`src/rtl/pes_pkg.sv`:
```
package pes_pkg;
  typedef struct packed {
    logic lead;
    logic trail;
    logic pseudo;
    logic extra;
  } pes_strobe_t;
endpackage

```
`src/rtl/pes_arm_sync.sv`:
```
module pes_arm_sync (
  input  logic clk,
  input  logic rst_n,
  input  logic vid_i,
  output logic smp_o
);
  // Input is ignored until a low sample has been seen after reset.
  logic armed_q;

  always_ff @(posedge clk) begin
    if (!rst_n) begin
      armed_q <= 1'b0;
      smp_o   <= 1'b0;
    end else begin
      armed_q <= armed_q | ~vid_i;
      smp_o   <= vid_i & armed_q;
    end
  end
endmodule

```
`src/rtl/pes_tap_line.sv`:
```
module pes_tap_line #(
  parameter int DEPTH = 5
) (
  input  logic           clk,
  input  logic           rst_n,
  input  logic           din,
  output logic [DEPTH:0] tap_o
);
  // tap_o[0] is the newest sample, tap_o[k] is the sample from k clocks earlier.
  logic [DEPTH:1] sr_q;

  always_ff @(posedge clk) begin
    if (!rst_n) sr_q <= '0;
    else        sr_q <= {sr_q[DEPTH-1:1], din};
  end

  assign tap_o = {sr_q, din};
endmodule

```
`src/rtl/pes_overlap_infer.sv`:
```
module pes_overlap_infer
  import pes_pkg::*;
#(
  parameter int STD_W = 4,
  localparam int PW   = (STD_W > 2) ? $clog2(STD_W) : 1
) (
  input  logic             clk,
  input  logic             rst_n,
  input  logic [STD_W+1:0] tap_i,
  output pes_strobe_t      strobe_o
);
  // Decisions are made for the sample at tap STD_W, with STD_W samples of look-ahead.
  logic          cur, prv;
  logic          ahead_hi, run_hi;
  logic [PW-1:0] ph_q, ph_now;

  assign cur = tap_i[STD_W];
  assign prv = tap_i[STD_W+1];

  // All samples from the newest up to (not including) the decision point are high.
  assign ahead_hi = &tap_i[STD_W-1:0];
  // The run ended one sample ago and lasted at least STD_W+1 samples.
  assign run_hi   = &tap_i[STD_W+1:1];

  always_comb begin
    if (cur && prv) ph_now = (ph_q == PW'(STD_W - 1)) ? '0 : ph_q + 1'b1;
    else            ph_now = '0;
  end

  always_ff @(posedge clk) begin
    if (!rst_n) ph_q <= '0;
    else        ph_q <= ph_now;
  end

  always_comb begin
    strobe_o.lead   = cur & ~prv;
    strobe_o.trail  = ~cur & prv;
    strobe_o.pseudo = ~tap_i[0] & run_hi;
    strobe_o.extra  = cur & prv & ahead_hi & (ph_now == '0);
  end
endmodule

```
`src/rtl/pes_strobe_out.sv`:
```
module pes_strobe_out
  import pes_pkg::*;
#(
  parameter int STD_W = 4,
  localparam int CW   = $clog2(STD_W + 2)
) (
  input  logic        clk,
  input  logic        rst_n,
  input  pes_strobe_t strobe_i,
  output pes_strobe_t strobe_o
);
  always_ff @(posedge clk) begin
    if (!rst_n) strobe_o <= '0;
    else        strobe_o <= strobe_i;
  end

  // Checker state: countdown from a pseudo strobe, and distance since the last lead or extra.
  logic [CW-1:0] pend_q, since_q;

  always_ff @(posedge clk) begin
    if (!rst_n) begin
      pend_q  <= '0;
      since_q <= '0;
    end else begin
      if (strobe_o.pseudo)    pend_q <= CW'(STD_W);
      else if (pend_q != '0)  pend_q <= pend_q - 1'b1;
      if (strobe_o.lead || strobe_o.extra) since_q <= CW'(1);
      else if (since_q != '0 && since_q < CW'(STD_W + 1)) since_q <= since_q + 1'b1;
    end
  end


  one_strobe_chk: assert property (@(posedge clk) disable iff (!rst_n)
    $onehot0({strobe_o.lead, strobe_o.trail, strobe_o.pseudo, strobe_o.extra}));


  lead_width_chk: assert property (@(posedge clk) disable iff (!rst_n)
    strobe_o.lead |=> !strobe_o.lead);


  trail_width_chk: assert property (@(posedge clk) disable iff (!rst_n)
    strobe_o.trail |=> !strobe_o.trail);


  pseudo_to_trail_chk: assert property (@(posedge clk) disable iff (!rst_n)
    (pend_q == CW'(1)) |-> strobe_o.trail);


  no_early_trail_chk: assert property (@(posedge clk) disable iff (!rst_n)
    (pend_q > CW'(1)) |-> !strobe_o.trail);


  extra_spacing_chk: assert property (@(posedge clk) disable iff (!rst_n)
    strobe_o.extra |-> (since_q == CW'(STD_W)));
endmodule

```
`src/rtl/pulse_edge_splitter.sv`:
```
module pulse_edge_splitter
  import pes_pkg::*;
#(
  parameter int STD_W  = 4,
  localparam int DEPTH = STD_W + 1
) (
  input  logic clk,
  input  logic rst_n,
  input  logic vid_i,
  output logic lead_o,
  output logic trail_o,
  output logic pseudo_o,
  output logic extra_o
);
  logic             smp;
  logic [DEPTH:0]   taps;
  pes_strobe_t      strobe_c, strobe_q;

  pes_arm_sync u_arm (
    .clk   (clk),
    .rst_n (rst_n),
    .vid_i (vid_i),
    .smp_o (smp)
  );

  pes_tap_line #(.DEPTH(DEPTH)) u_taps (
    .clk   (clk),
    .rst_n (rst_n),
    .din   (smp),
    .tap_o (taps)
  );

  pes_overlap_infer #(.STD_W(STD_W)) u_infer (
    .clk      (clk),
    .rst_n    (rst_n),
    .tap_i    (taps),
    .strobe_o (strobe_c)
  );

  pes_strobe_out #(.STD_W(STD_W)) u_out (
    .clk      (clk),
    .rst_n    (rst_n),
    .strobe_i (strobe_c),
    .strobe_o (strobe_q)
  );

  assign lead_o   = strobe_q.lead;
  assign trail_o  = strobe_q.trail;
  assign pseudo_o = strobe_q.pseudo;
  assign extra_o  = strobe_q.extra;
endmodule

```
`config.mk`:
```
export PLATFORM = sky130hd
export DESIGN_NAME = pulse_edge_splitter
export DESIGN_NICKNAME = d
export VERILOG_FILES = /design/src/rtl/pes_pkg.sv /design/src/rtl/pes_arm_sync.sv /design/src/rtl/pes_tap_line.sv /design/src/rtl/pes_overlap_infer.sv /design/src/rtl/pes_strobe_out.sv /design/src/rtl/pulse_edge_splitter.sv
export SDC_FILE = /design/constraint.sdc
export NUM_CORES = 1
export LEC_CHECK = 0
export BUFFER_PORTS_ARGS = -buffer_cell sky130_fd_sc_hd__buf_2
export CAP_MARGIN = 40
export CORE_AREA = 3 3 40 42
export DETAILED_ROUTE_END_ITERATION = 8
export DIE_AREA = 0 0 43 45
export SYNTH_ARGS = -nofsm -noshare
export SYNTH_HDL_FRONTEND = slang
export SYNTH_HIERARCHICAL = 1
export SYNTH_SLANG_ARGS = --single-unit
```
`constraint.sdc`:
```
create_clock -name clk -period 1.5 [get_ports clk]
set_clock_uncertainty 0.05 [all_clocks]
set_input_delay 0.45 -clock clk [delete_from_list [all_inputs] [get_ports clk]]
set_output_delay 0.45 -clock clk [all_outputs]
set_load 0.05 [all_outputs]
```
* Yosys cells after proc, flatten, opt, wreduce, memory -nomap -nowiden
Cells that the tools add are included.
Operators by class: $add $sub $neg 1, reduce and logical (&&, ||, !) cells 4, bitwise gates (word level) 12, equality and inequality tests 1, mux-type cells 2
Operator list (number):
- $and 1x1->1 | 7
- $reduce_and 5->1 | 1
- $mux 2 | 2
- $not 1->1 | 4
- $reduce_and 4->1 | 1
- $add 2x1->2 const B | 1
- $eq 2x2->1 const B | 1
- $logic_not 2->1 | 1
- $logic_and 1x1->1 | 1
- $or 1x1->1 | 1
Word-level totals: input bits 3, word-level logic and storage cells 28, bits in registers 13, output and inout port bits 4

* Longest topological paths before layout
Gate-level depths: netlist of run 1.
word-level depth 5, mapped depth 4, mapped depth without buffers 4

* By module
Netlist of run 1, hierarchy kept.
By module, submodules not included:
- pes_tap_line | instances 1, cells an instance 11, area an instance 138.9 µm², seq. area each 100.1 µm²
- pes_overlap_infer | instances 1, cells an instance 13, area an instance 133.9 µm², seq. area each 40.0 µm²
- pes_strobe_out | instances 1, cells an instance 8, area an instance 105.1 µm², seq. area each 80.1 µm²
- pes_arm_sync | instances 1, cells an instance 5, area an instance 57.6 µm², seq. area each 40.0 µm²

* Least setup slack after synthesis of run 1
No wires, ideal clock.
path type register to output, start point reg u_out/strobe_o[0] in the netlist's numbering, end point out extra_o, required time 1.000 ns, setup slack 0.413 ns, stages on the path, launching flop included 1, data arrival time 0.587 ns, buffers on the path 0, path through dfxtp_1
RTL lines:
- start: declaration | line pes_strobe_out.sv:10 | output pes_strobe_t strobe_o
- start signal: assignment | line pes_strobe_out.sv:14 | else strobe_o <= strobe_i;
- end: declaration | line pulse_edge_splitter.sv:13 | output logic extra_o
No word-level cell between the ends.

* Worst setup path in the final report of run 1
start point reg u_out/strobe_o[2] in the netlist's numbering, end point out trail_o
RTL lines:
- end: declaration | line pulse_edge_splitter.sv:11 | output logic trail_o,
No word-level cell between the ends.

==> Implementation_results.wiki, run 1 <==
{| class="wikitable"
! Metric !! Value
|-
| Slowest cell delay on critical path || 0.31 ns
|-
| Number of nets with antenna violations after detailed routing || 0
|-
| Family of cells with the greatest summed delay on the critical path || flip-flops
|-
| Critical Path End Type || output port
|-
| Kind of critical path || reg -> out
|-
| R2r startpoint || u_infer/ph_q[0]$_SDFF_PN0_
|-
| Antenna cells || 0
|-
| Critical path peak fanout || 1
|-
| Insertion delay of the later-clocked pin in the worst-skew pair || roughly 0.27 ns
|-
| Net Sw Frac || 0.197
|-
| Die span in x || between 40 and 50 um
|-
| Most frequent standard cell in the layout excluding fill and tap cells || sky130_fd_sc_hd__dfxtp_1
|-
| Post-CTS resize count || 0
|-
| Measured slew at the worst slew-check pin || around 0.25 ns
|-
| Sum of negative setup slack || 0 ns
|-
| Number of warnings issued by yosys || 6
|-
| Wire length of the first global-routing pass || ~1.0 mm
|-
| Area inside the core boundary || about 1300 um2
|-
| Final Critical Period || roughly 1.3 ns
|-
| Cell Int Power || 0.000457 W
|-
| Total detailed-routing wirelength || roughly 580 um
|-
| Top cells by area in the synthesized netlist || sky130_fd_sc_hd__dfxtp_1 60%, sky130_fd_sc_hd__and2_1 13%, sky130_fd_sc_hd__and2b_2 4.0%
|-
| Io pins || 7
|-
| FF+latch count, synth || 13
|-
| Average vias per placed instance || 4.26
|-
| Logic depth of the worst register-to-register path || 4
|-
| Placer's final routability congestion estimate || approximately 0.66
|-
| Cell at the root of the clock tree || sky130_fd_sc_hd__clkbuf_4
|-
| Area share of the leading cell type in the synthesized netlist || 0.598
|-
| Finished layout cell area || slightly above 500 um2
|-
| DRC viols || 0
|-
| Max-capacitance violation count || 0
|-
| Min-Delay Path Class || in -> reg
|-
| Net count reported at finish || 51
|-
| Fraction of layout instances using a drive strength above 1 || 0.326
|-
| Setup slack of the most critical reg-to-reg path || between 0.3 and 0.4 ns
|-
| Fraction of the cycle the final worst path needs || 0.884
|-
| Slowest stage cell, crit path || sky130_fd_sc_hd__dfxtp_1
|-
| Required time reported for the critical path endpoint || 1.00 ns
|-
| Antenna violations before repair || 0
|-
| Run status || finished clean
|-
| R2r endpoint || u_out/strobe_o[0]$_SDFF_PN0_
|-
| Via count of the first global-routing pass || 239
|-
| Worst path arrival time || 0.83 ns
|-
| Hold-critical path depth || 2
|-
| Power density relative to cell area || 1130 nW/um2
|-
| Clock sink count || 13
|-
| Clock-pin slew on the worst setup and hold paths || around 0.07 ns
|-
| Net switching component of the power || 0.000112 W
|-
| Post-synth design cell area || 435 um2
|-
| Area of all sequential standard cells || 260 um2
|-
| RSZ-0062 raised after global routing || no
|-
| Synthesized area divided by synthesized cell count || approximately 12 um2
|-
| Floorplan die height || 45 um
|-
| Number of detailed-routing iterations run before antenna repair || 2
|-
| Net count after synthesis || around 40
|-
| Pin count of the biggest net entering global routing || 14
|-
| Synth cell types || 16
|-
| GRT Overall Usage || 0.0781
|-
| Startpoint class of the critical path || flop
|-
| Logic gate share of total power || 0.021
|-
| Maximum buffer depth of the clock tree || 2
|-
| Hold Crit Start || vid_i
|-
| Port Buffers || 6
|-
| Final slew viol count || 0
|-
| Number of H-tree levels || 1
|-
| Total via count in the routed design || between 200 and 300
|-
| Hold Crit Endpoint || u_arm/armed_q$_SDFF_PN0_
|-
| Number of post-CTS setup repair buffers || 0
|-
| Clock tree from TritonCTS || built
|-
| HPWL after detailed placement || ~410 um
|-
| Total area of multi-input combinational cells || about 160 um2
|-
| Portion of the post-synthesis area used by sequential elements || 0.598
|-
| Cell type with the highest aggregate area in the netlist || sky130_fd_sc_hd__dfxtp_1
|-
| Peak supply drop || approximately 0.56 mV
|-
| Part of the total power dissipated in sequential elements || 0.617
|-
| Buffers and inverters on the worst path || 1
|-
| Overflow after GRT || 0
|-
| Critical path cell sequence || buf_2
|-
| Final routed wire length divided by cell count || ~9.5 um
|-
| Worst max-slew margin expressed relative to the limit || 0.835
|-
| Iteration-0 DRC count of the detailed router || 3
|-
| Cts-stage hold buffer count || 0
|-
| Relative contribution of the clock network to total power || 0.362
|-
| # setup viols final || 0
|-
| Standard-cell rows || 13
|-
| Fmax || roughly 750 MHz
|-
| Die Area || roughly 1900 um2
|-
| Fill cells || 126
|-
| Placed inst area || 477 um2
|-
| Layout area overhead || 15.5%
|-
| Number of cells produced by synthesis || 37
|-
| Fin. Hold Viols || 0
|-
| Starting Density || 0.339
|-
| Most frequent cells in the layout || 13 x sky130_fd_sc_hd__dfxtp_1, 9 x sky130_fd_sc_hd__and2_1, 6 x sky130_fd_sc_hd__buf_2
|-
| Leakage power of the design || about 0.22 nW
|-
| Clock buffers created by TritonCTS || 3
|}
synth_stat cells:
master and instances:
sky130_fd_sc_hd__nor3_1 1, sky130_fd_sc_hd__nor4_2 1, sky130_fd_sc_hd__buf_4 1, sky130_fd_sc_hd__ha_1 1
sky130_fd_sc_hd__nand2b_1 1, sky130_fd_sc_hd__and2_1 9, sky130_fd_sc_hd__inv_1 1, sky130_fd_sc_hd__nor2_1 1
sky130_fd_sc_hd__nor4b_2 1, sky130_fd_sc_hd__a21boi_1 1, sky130_fd_sc_hd__and3_1 1, sky130_fd_sc_hd__nand3_1 1
sky130_fd_sc_hd__and2b_2 2, sky130_fd_sc_hd__and4_2 1, sky130_fd_sc_hd__nand2_2 1, sky130_fd_sc_hd__dfxtp_1 13
layout make-up:
cell class / instances / area share
inverters: 1 / 0.00746
multi-input cells: 22 / 0.326
repair buffers: 6 / 0.0597
clock buffers: 4 / 0.0522
well taps: 15 / 0.0373
flip-flops and latches: 13 / 0.517
sequential cells by signal, summed over array words and instances (netlist names):
name            flops
u_arm/smp_o         1
u_arm/armed_q       1
u_taps/sr_q         5
u_out/strobe_o      4
u_infer/ph_q        2
routing by layer:
layer,GRT usage,wire [um],vias up,part of all wire
met5,0,0,-,0
met4,0.0361,0,0,0
met3,0.0598,43,0,0.074
met2,0.105,215,7,0.37
met1,0.0914,323,112,0.55
li1,-,-,141,-
metrics by stage:
| step | hold slack [ns] | std cells | total power (W) | utilization | setup slack (ns) |
|---|---|---|---|---|---|
| finish | 0.315 | 61 | 0.000569 | 0.391 | 0.174 |
| global route | 0.311 | 61 | 0.000600 | 0.391 | 0.119 |
| CTS | 0.304 | 61 | 0.000581 | 0.391 | 0.151 |
| detailed placement | 0.383 | 57 | 0.000371 | 0.371 | 0.354 |
| global placement | 0.376 | 57 | 0.000371 | 0.371 | 0.382 |
| floorplan | 0.370 | 37 | 0.000365 | - | 0.413 |
kinds of logic after synthesis:
group | after synthesis | synth area share
buffers and inverters | 2 | 0.0259
adders and majority gates | 1 | 0.0287
AOI/OAI and AO/OA | 1 | 0.0172
DFF | 13 | 0.598
and+or+nand+nor | 20 | 0.330
power by group through the flow:
stage | sequential [W] | clock, W | combinational [W]
6_report | 0.000351 | 0.000206 | 0.0000119
5_1_grt | 0.000352 | 0.000235 | 0.0000134
4_1_cts | 0.000351 | 0.000217 | 0.0000118
3_5_place_dp | 0.000359 | 0 | 0.0000119
3_3_place_gp | 0.000359 | 0 | 0.0000115
2_1_floorplan | 0.000359 | 0 | 0.00000612
worst reg2reg max path, delay by kind of cell (launching register included):
kind	cells	cell delay [ns]
fa+ha+maj	1	0.31
flops	1	0.34
simple gates	3	0.41
worst max path at each step:
| stage | cells after the start | end | start | slack, ns |
|---|---|---|---|---|
| 6_report | 1 | trail_o | u_out/strobe_o[2]$_SDFF_PN0_ | 0.17 |
| 4_1_cts | 1 | trail_o | u_out/strobe_o[2]$_SDFF_PN0_ | 0.15 |
| 3_3_place_gp | 4 | u_out/strobe_o[0]$_SDFF_PN0_ | u_infer/ph_q[0]$_SDFF_PN0_ | 0.38 |
| 3_5_place_dp | 4 | u_out/strobe_o[0]$_SDFF_PN0_ | u_infer/ph_q[0]$_SDFF_PN0_ | 0.35 |
| 5_1_grt | 1 | trail_o | u_out/strobe_o[2]$_SDFF_PN0_ | 0.12 |
| 2_1_floorplan | 0 | extra_o | u_out/strobe_o[0]$_SDFF_PN0_ | 0.41 |
Power figures use the tool's default switching activity.
==> run 2, diff against run 1 <==
--- a/config.mk
+++ b/config.mk
@@ -7,9 +7,12 @@
 export LEC_CHECK = 0
 export BUFFER_PORTS_ARGS = -buffer_cell sky130_fd_sc_hd__buf_2
 export CAP_MARGIN = 40
+export CELL_PAD_IN_SITES_DETAIL_PLACEMENT = 1
+export CELL_PAD_IN_SITES_GLOBAL_PLACEMENT = 1
 export CORE_AREA = 3 3 40 42
 export DETAILED_ROUTE_END_ITERATION = 8
 export DIE_AREA = 0 0 43 45
+export PLACE_DENSITY_LB_ADDON = 0.1
 export SYNTH_ARGS = -nofsm -noshare
 export SYNTH_HDL_FRONTEND = slang
 export SYNTH_HIERARCHICAL = 1
==> run 2 against run 1 <==
Design area rose by 0.25%. Global-route usage increased by 0.41 points. Clock power is 3% higher. Via count is 9.2% higher. Die area stayed put. Critical path depth did not move. Maximum frequency down 1.4%. Highest routed layer unchanged.
==> Implementation_results.wiki, run 2 (synthesis results as in run 1) <==
{| class="wikitable"
! Metric !! Value
|-
| Run status || finished clean (unchanged)
|-
| Pin count of the biggest net entering global routing || 14 (unchanged)
|-
| HPWL after detailed placement || 494 um (was 408 um)
|-
| Area inside the core boundary || 1280 um2 (unchanged)
|-
| Max-capacitance violation count || 0 (unchanged)
|-
| Cts-stage hold buffer count || 0 (unchanged)
|-
| Iteration-0 DRC count of the detailed router || 2 (was 3)
|-
| Floorplan die height || 45 um (unchanged)
|-
| Overflow after GRT || 0 (unchanged)
|-
| Fraction of layout instances using a drive strength above 1 || 0.348 (was 0.326)
|-
| Net count reported at finish || 51 (unchanged)
|-
| Leakage power of the design || 0.225 nW (was 0.222 nW)
|-
| Required time reported for the critical path endpoint || 1.00 ns (about the same)
|-
| Die span in x || 43 um (unchanged)
|-
| Critical Path End Type || output port (unchanged)
|-
| Slowest stage cell, crit path || sky130_fd_sc_hd__dfxtp_1 (unchanged)
|-
| # setup viols final || 0 (unchanged)
|-
| Cell at the root of the clock tree || sky130_fd_sc_hd__clkbuf_4 (unchanged)
|-
| Insertion delay of the later-clocked pin in the worst-skew pair || 0.27 ns (about the same)
|-
| Post-CTS resize count || 0 (unchanged)
|-
| Fraction of the cycle the final worst path needs || 0.896 (was 0.884)
|-
| Fill cells || 149 (was 126)
|-
| Placed instance count || 57 (unchanged)
|-
| Antenna violations before repair || 0 (unchanged)
|-
| Measured slew at the worst slew-check pin || 0.251 ns (was 0.249 ns)
|-
| Critical path peak fanout || 1 (unchanged)
|-
| Number of post-CTS setup repair buffers || 0 (unchanged)
|-
| Fin. Hold Viols || 0 (unchanged)
|-
| Standard-cell rows || 13 (unchanged)
|-
| Largest register FFs || 5 (unchanged)
|-
| Maximum buffer depth of the clock tree || 2 (unchanged)
|-
| Starting Density || 0.339 (unchanged)
|-
| Final slew viol count || 0 (unchanged)
|-
| Final Critical Period || 1.34 ns (was 1.33 ns)
|-
| Io pins || 7 (unchanged)
|-
| Fmax || 744 MHz (was 754 MHz)
|-
| GRT Overall Usage || 0.0821 (was 0.0781)
|-
| Non-Filler Instances || 61 (unchanged)
|-
| Number of detailed-routing iterations run before antenna repair || 2 (unchanged)
|-
| Port Buffers || 6 (unchanged)
|-
| Worst max-slew margin expressed relative to the limit || 0.834 (was 0.835)
|-
| DRC viols || 0 (unchanged)
|-
| Die Area || 1940 um2 (unchanged)
|-
| Placer's final routability congestion estimate || 0.622 (was 0.664)
|-
| Min-Delay Path Class || in -> reg (unchanged)
|-
| Critical path cell sequence || buf_2 (unchanged)
|-
| Clock-pin slew on the worst setup and hold paths || 0.08 ns (was 0.07 ns)
|-
| Registers with the highest flip-flop counts || u_taps/sr_q (5), u_out/strobe_o (4), u_infer/ph_q (2) (unchanged)
|-
| Average vias per placed instance || 4.66 (was 4.26)
|-
| Total via count in the routed design || 284 (was 260)
|-
| Layout area overhead || 15.8% (was 15.5%)
|-
| Clock sink count || 13 (unchanged)
|-
| Number of H-tree levels || 1 (unchanged)
|-
| Number of nets with antenna violations after detailed routing || 0 (unchanged)
|-
| Sum of negative setup slack || 0 ns (unchanged)
|-
| Clock buffers created by TritonCTS || 3 (unchanged)
|-
| RSZ-0062 raised after global routing || no (unchanged)
|-
| Startpoint class of the critical path || flop (unchanged)
|-
| Wire length of the first global-routing pass || 1.12 mm (was 1.04 mm)
|-
| Worst path arrival time || 0.84 ns (was 0.83 ns)
|-
| Biggest register || u_taps/sr_q (unchanged)
|-
| Via count of the first global-routing pass || 274 (was 239)
|-
| Total detailed-routing wirelength || 655 um (was 582 um)
|-
| Clock tree from TritonCTS || built (unchanged)
|-
| Family of cells with the greatest summed delay on the critical path || flip-flops (unchanged)
|-
| Peak supply drop || 0.341 mV (was 0.556 mV)
|-
| Buffers and inverters on the worst path || 1 (unchanged)
|-
| Final routed wire length divided by cell count || 10.7 um (was 9.54 um)
|-
| Most frequent cells in the layout || 13 x sky130_fd_sc_hd__dfxtp_1, 9 x sky130_fd_sc_hd__and2_1, 6 x sky130_fd_sc_hd__buf_2 (unchanged)
|-
| Slowest cell delay on critical path || 0.32 ns (was 0.31 ns)
|-
| Most frequent standard cell in the layout excluding fill and tap cells || sky130_fd_sc_hd__dfxtp_1 (unchanged)
|-
| Power density relative to cell area || 1140 nW/um2 (was 1130 nW/um2)
|-
| Kind of critical path || reg -> out (unchanged)
|-
| Antenna cells || 0 (unchanged)
|}
## run 2: cell types whose count changed in the layout (fill, tap and decap cells not counted)
| cell | previous run | this run |
|---|---|---|
| sky130_fd_sc_hd__clkbuf_1 | 1 | 0 |
| sky130_fd_sc_hd__clkinv_2 | 0 | 1 |
## run 2: report_power, final
group	switching, W	internal, W
sequential	0.00000230	0.000349
combinational	0.00000633	0.00000532
clock	0.000114	0.0000987
## run 2: area by class of cell
class	count	area [um2]	share of cell area
sequential	13	260	0.516
multi-input combinational	22	164	0.325
timing repair buffer	6	30.0	0.0596
clock buffer	3	22.5	0.0447
tap	15	18.8	0.0372
clock inverter	1	5.00	0.00993
inverter	1	3.75	0.00744
## run 2: path summary, 6_finish.rpt
path | startpoint | to | slack (ns) | cells after the start
hold / removal | vid_i | u_arm/armed_q$_SDFF_PN0_ | 0.31 | 2
hold reg to reg | u_arm/armed_q$_SDFF_PN0_ | u_arm/armed_q$_SDFF_PN0_ | 0.40 | 2
setup / recovery | u_out/strobe_o[1]$_SDFF_PN0_ | pseudo_o | 0.16 | 1
setup reg to reg | u_infer/ph_q[0]$_SDFF_PN0_ | u_out/strobe_o[0]$_SDFF_PN0_ | 0.35 | 4
## run 2: layer usage
| layer | up-vias | GRT usage | part of all wire |
|---|---|---|---|
| met3 | 0 | 0.0279 | 0.061 |
| met1 | 139 | 0.0885 | 0.41 |
| met4 | 0 | 0.0723 | 0 |
| li1 | 139 | - | - |
| met5 | - | 0 | 0 |
| met2 | 6 | 0.129 | 0.53 |
## run 2: per-stage QoR
| stage | area (um2) | util | hold WS (ns) | power, W | worst slack (ns) |
|---|---|---|---|---|---|
| after global routing | 504 | 0.392 | 0.319 | 0.000600 | 0.115 |
| after CTS | 504 | 0.392 | 0.304 | 0.000586 | 0.140 |
| after global placement | 477 | 0.371 | 0.379 | 0.000370 | 0.382 |
| final | 504 | 0.392 | 0.314 | 0.000575 | 0.156 |
| after floorplan | 435 | - | 0.370 | 0.000365 | 0.413 |
| after detailed placement | 477 | 0.371 | 0.395 | 0.000372 | 0.352 |
